==> src/rtl/frame_sync_gen.sv <==
module frame_sync_gen #(
  parameter int DIV_W = 8,
  parameter int CNT_W = 10
) (
  input  logic             clk,
  input  logic             rst_n,
  input  logic             master,
  input  logic             ext_clk_sel,
  input  logic             ext_bclk_in,
  input  logic [DIV_W-1:0] clk_div,
  input  logic [CNT_W-1:0] frame_per,
  input  logic [CNT_W-1:0] sync_wid,
  input  logic             fs_low,
  input  logic             gen_rst_n,
  input  logic             fs_rst_n,
  output logic             bclk_out,
  output logic             bclk_oe,
  output logic             fs_out,
  output logic             fs_oe
);

  localparam int HW = DIV_W + 1;

  logic [DIV_W-1:0] dcnt;
  logic [CNT_W-1:0] bcnt;
  logic [2:0]       xsync;
  logic             gen_run, fs_run, div_end, ext_rise, bit_tick, fs_act;
  logic [HW-1:0]    low_len;

  assign gen_run  = master & gen_rst_n;
  assign fs_run   = gen_run & fs_rst_n;
  assign div_end  = (dcnt >= clk_div);
  assign ext_rise = xsync[1] & ~xsync[2];
  assign bit_tick = gen_run & (ext_clk_sel ? ext_rise : div_end);
  assign low_len  = ({1'b0, clk_div} + HW'(2)) >> 1;

  always_ff @(posedge clk or negedge rst_n)
    if (!rst_n) xsync <= '0;
    else        xsync <= {xsync[1:0], ext_bclk_in};

  always_ff @(posedge clk or negedge rst_n)
    if (!rst_n)                      dcnt <= '0;
    else if (!gen_run || ext_clk_sel) dcnt <= '0;
    else if (div_end)                 dcnt <= '0;
    else                              dcnt <= dcnt + 1'b1;

  always_ff @(posedge clk or negedge rst_n)
    if (!rst_n)        bcnt <= '0;
    else if (!fs_run)  bcnt <= '0;
    else if (bit_tick) bcnt <= (bcnt >= frame_per) ? '0 : bcnt + 1'b1;

  assign fs_act   = fs_run & (bcnt <= sync_wid);
  assign bclk_out = gen_run & ~ext_clk_sel & ({1'b0, dcnt} >= low_len);
  assign bclk_oe  = master & ~ext_clk_sel;
  assign fs_oe    = master;
  assign fs_out   = fs_act ^ fs_low;

  p_div_wrap_r2: assert property (@(posedge clk) disable iff (!rst_n)
    (gen_run && !ext_clk_sel && div_end) |=> (dcnt == '0));

  p_gen_hold_r6: assert property (@(posedge clk) disable iff (!rst_n)
    !gen_run |=> (dcnt == '0 && bcnt == '0 && !bclk_out));

  p_frame_wrap_r3: assert property (@(posedge clk) disable iff (!rst_n)
    (fs_run && bit_tick && bcnt >= frame_per) |=> (bcnt == '0));

  p_bit_step_r4: assert property (@(posedge clk) disable iff (!rst_n)
    (fs_run && !bit_tick) |=> $stable(bcnt));

  p_fs_idle_r7: assert property (@(posedge clk) disable iff (!rst_n)
    !fs_rst_n |=> (bcnt == '0));

  p_ext_pin_r8: assert property (@(posedge clk) disable iff (!rst_n)
    ext_clk_sel |-> (!bclk_oe && !bclk_out));

  p_slave_pins_r1: assert property (@(posedge clk) disable iff (!rst_n)
    !master |-> (!bclk_oe && !fs_oe && fs_out == fs_low));

endmodule

==> config.mk <==
export PLATFORM = sky130hd
export DESIGN_NAME = frame_sync_gen
export DESIGN_NICKNAME = d
export VERILOG_FILES = /design/src/rtl/frame_sync_gen.sv
export SDC_FILE = /design/constraint.sdc
export NUM_CORES = 1
export LEC_CHECK = 0
export ABC_AREA = 1
export BUFFER_PORTS_ARGS = -buffer_cell sky130_fd_sc_hd__buf_4
export CORE_ASPECT_RATIO = 1.1
export CORE_UTILIZATION = 50
export DETAILED_ROUTE_END_ITERATION = 10
export PLACE_DENSITY = 0.71
export SYNTH_ARGS = -nofsm -noshare
export SYNTH_HDL_FRONTEND = slang
export SYNTH_SLANG_ARGS = --single-unit
export TNS_END_PERCENT = 10
==> constraint.sdc <==
create_clock -name clk -period 2.6 [get_ports clk]
set_clock_uncertainty 0.1 [all_clocks]
set_input_delay 0.52 -clock clk [delete_from_list [all_inputs] [get_ports clk]]
set_output_delay 0.52 -clock clk [all_outputs]
set_load 0.01 [all_outputs]
[After elaboration in Yosys (flattened, before gate mapping)]
Cells that the tools add are included.
W data, S select, Z words.
Operators by class
  mux-type cells: 6
  reduce and logical (&&, ||, !) cells: 2
  $lt $le $gt $ge: 4
  bitwise gates (word level): 11
  equal/unequal tests: 1
  add/sub/neg operators: 3
Operators by type and width (number)
  $mux W10: 3
  $ge A8 B8 Y1: 2
  $mux W8: 2
  $add A10 B1 Y10 const B: 1
  $ge A10 B10 Y1: 1
  $le A10 B10 Y1: 1
  $add A8 B2 Y9 const B: 1
  $add A8 B1 Y8 const B: 1
  $and A1 B1 Y1: 8
  $ne A2 B1 Y1 const B: 1
  $not A1 Y1: 2
  $logic_not A1 Y1: 1
  $logic_or A1 B1 Y1: 1
  $mux W1: 1
  $xor A1 B1 Y1: 1
Storage, ports and cells
  output and inout port bits: 4
  flip-flop bits (word level): 21
  word-level logic and storage cells: 30

[Depth between registers and ports, before layout]
  depth after elaboration: 6
  gate-level depth with buffers: 13
  mapped depth without buffers: 13

[Worst setup path before layout]
OpenSTA, ideal clock, no wires.
  kind: input to output
  start: input clk_div[1]
  end: output bclk_out
  required time: 1.980 ns
  setup slack: 0.066 ns
  stages on the path: 12
  data arrival time: 1.914 ns
  cell sequence: ha_1 > nand3_1 > nor3_1 > xor2_1 > inv_1 > ha_1 > nand2_1 > nor2_1 > nand4_1 > o2111ai_1 > nand2_1 > inv_1
On the way
  longest elaborated chain between the ends: 3
Ends and longest elaborated chain
  start, declared: RTL line 10  | input logic [DIV_W-1:0] clk_div,
  $add A8 B2 Y9: RTL line 35  | assign low_len = ({1'b0, clk_div} + HW'(2)) >> 1;
  $ge A8 B8 Y1: RTL line 53  | assign bclk_out = gen_run & ~ext_clk_sel & ({1'b0, dcnt} >= low_len);
  $and A1 B1 Y1: RTL line 53
  end, declared: RTL line 16  | output logic bclk_out,
No other way between the ends.

[Worst setup path after layout]
  start: input clk_div[2]
  end: output bclk_out
The elaborated chain is that of the path after synthesis.

==> flow_metrics.env <==
export IMPL_hpwl_um=3727
export IMPL_syn_num_nets=387
export IMPL_cts_htree_levels=1
export IMPL_required_ps=1980
export IMPL_cts_root_buf="clkbuf_8"
export IMPL_cp_common_cell="nand2_1"
export IMPL_port_buffers=39
export IMPL_slowest_delay_ps=310
export IMPL_cts_buffers=3
export IMPL_clkSlewWorstSetupHoldPaths_ps=70
export IMPL_diodes=0
export IMPL_place_area_um2=2618
export IMPL_vias=2041
export IMPL_finalWirelength_um=4804
export IMPL_leakage_uw=0.001573
export IMPL_hold_class="in -> async"
export IMPL_final_hold_violation_count=0
export IMPL_synth_top_cell_area_share=0.2403
export IMPL_drtIter0Drc=42
export IMPL_startpoint_type="input pin"
export IMPL_status="finished with violations"
export IMPL_start_util=0.5355
export IMPL_total_power_uw=718.8
export IMPL_post_place_ws_ps=-233.8
export IMPL_path_buf_inv=4
export IMPL_core_um2=4084
export IMPL_avgRoutedWirePerCell_um=11.52
export IMPL_hold_ws_ps=19.19
export IMPL_cp_end_kind="output pin"
export IMPL_die_h_um=71.37
export IMPL_worst_slack_ps=-84.11
export IMPL_fmax_ghz=0.3726
export IMPL_cts_path_max_buffers=2
export IMPL_gp_congestion=0.8114
export IMPL_netlist_top_cells_area="dfrtp_1 24%, ha_1 22%, nand2_1 14%, inv_1 9.6%, nand3_1 5.7%"
export IMPL_dieWidth_um=65.06
export IMPL_grt_max_degree=22
export IMPL_cap_viol_max_count=0
export IMPL_clk_latency_ps=260
export IMPL_p_per_area_nw_per_um2=256.6
export IMPL_yosysWarnings=0
export IMPL_first_pass_iters=4
export IMPL_crit_chain="buf_8 > buf_4 > nand3_4 > nor3_4 > xor2_1 > ha_1 > nand2_1 > nor2_4 > nand4_1 > o2111ai_1 > nand2_1 > inv_1 > buf_6"
export IMPL_slew_viol_final=0
export IMPL_grt_pass1_wl_um=8045
export IMPL_synth_cell_types=28
export IMPL_violations="negative setup slack"
export IMPL_seq_area_um2=526.8
export IMPL_drive_above_1_share=0.2137
export IMPL_ys_seq_area_frac=0.2403
export IMPL_vias_per_cell=4.894
export IMPL_final_cell_mix="81 x nand2_1, 56 x inv_1, 49 x buf_4"
export IMPL_synth_area_um2=2187
export IMPL_ys_seq_elements=21
export IMPL_critical_path_top_delay_family="simple AND/OR/NAND/NOR gates"
export IMPL_drc=0
export IMPL_crit_arrival_ps=2060
export IMPL_track_usage=0.2189
export IMPL_cts_tree="done"
export IMPL_worst_pin_slew_ps=316.1
export IMPL_antenna_found_initial=0
export IMPL_rsz0062_at_grt="yes"
export IMPL_fin_crit_ps=2684
export IMPL_synth_top_area_cell="dfrtp_1"
export IMPL_post_route_period_util=1.032
export IMPL_timing_setup_critical_path_class="in -> out"
export IMPL_io_pins=40
export IMPL_grt_ovfl_total=0
export IMPL_num_rows=24
export IMPL_irDropWorstVdd_mv=0.2516
export IMPL_multi_input_area_um2=1526
export IMPL_slew_headroom=0.7887
export IMPL_final_common_cell="nand2_1"
export IMPL_area_growth_pct=28.09
export IMPL_fp_dieArea_um2=4643
export IMPL_ant_nets=0
export IMPL_postSynthCellCount=312
export IMPL_syn_avg_cell_area_um2=7.010
export IMPL_utilization=0.6860
export IMPL_nets=441
export IMPL_num_fill_cells=350
export IMPL_finalSetupViolations=1
export IMPL_clkSinkCount=21
export IMPL_first_global_vias=1939
export IMPL_design_area_um2=2801
export IMPL_cp_max_fo=3
export IMPL_critPathSlowestCell="ha_1"
Yosys cell counts (all sizes together):
cell,n
nand2,84
inv,58
ha,39
nor2,29
nand3,26
dfrtp,21
nor3,12
a21oi,9
xor2,8
xnor2,6
buf,4
nand4,4
nand3b,3
a21o,2
a31o,1
a31oi,1
o2111ai,1
o211ai,1
o21a,1
o21ai,1
o21bai,1
worst paths after layout:
path / cells past startpoint / to / slack [ps] / from
worst max-delay path: 13 / bclk_out / -80 / clk_div[2]
worst min-delay path: 1 / bcnt[7] / 20 / rst_n
worst max register to register: 11 / bcnt[1] / 800 / bcnt[5]
worst min register to register: 0 / xsync[1] / 260 / xsync[0]
max in group asynchronous: 1 / bcnt[7] / 2160 / rst_n
min in group clk: 0 / xsync[1] / 260 / xsync[0]
timing repair:
action / in CTS / in global routing
gates resized for setup: 10 / 15
pin swaps: 9 / 11
endpoints found under the setup margin: 1 / 2
setup buffers: 1 / 0
hold buffers: 0 / 0
state kept, by name (all words and copies together), names as in the netlist:
signal	cells
xsync	3
dcnt	8
bcnt	10
power breakdown:
part	switching, µW	leakage [µW]	internal, µW	total [µW]
Combinational	84.5	0.00127	85.8	170
Clock	105	0.0000228	109	214
Sequential	3.82	0.000284	331	334
cell type report:
cell class / count / share of cell area
Tap cell: 52 / 0.02322
Timing Repair Buffer: 53 / 0.1501
Sequential cell: 21 / 0.1880
Clock buffer: 4 / 0.01608
Multi-Input combinational cell: 229 / 0.5449
Inverter: 58 / 0.07771
worst reg2reg max path, stage by stage (launching register included):
cell	delay (ps)
dfrtp_1	410
buf_4	180
ha_1	290
nand2_1	80
inv_1	40
nand2_1	50
nand2_1	50
nand2_1	100
nand3_4	130
nor3_1	180
nand2_1	80
nand2_1	60
metrics by stage:
step,setup TNS [ps],std cells
6_report,-84.11,417
5_1_grt,-202.2,417
4_1_cts,-95.61,417
3_5_place_dp,-233.8,412
3_3_place_gp,-151.8,412
2_1_floorplan,0,312
logic make-up after synthesis:
family / synth area share
AND/OR/NAND/NOR: 0.3186
adder cells (fa/ha/maj): 0.2231
AO/OA/AOI/OAI: 0.05092
buffers and inverters: 0.1110
XOR/XNOR: 0.05607
flip-flops: 0.2403
metal layers:
layer,routed length [µm],track usage
met5,0,0
met4,70,0.05797
met3,93,0.01911
met2,2519,0.4225
met1,2121,0.2545
(Power assumes the default switching activity.)
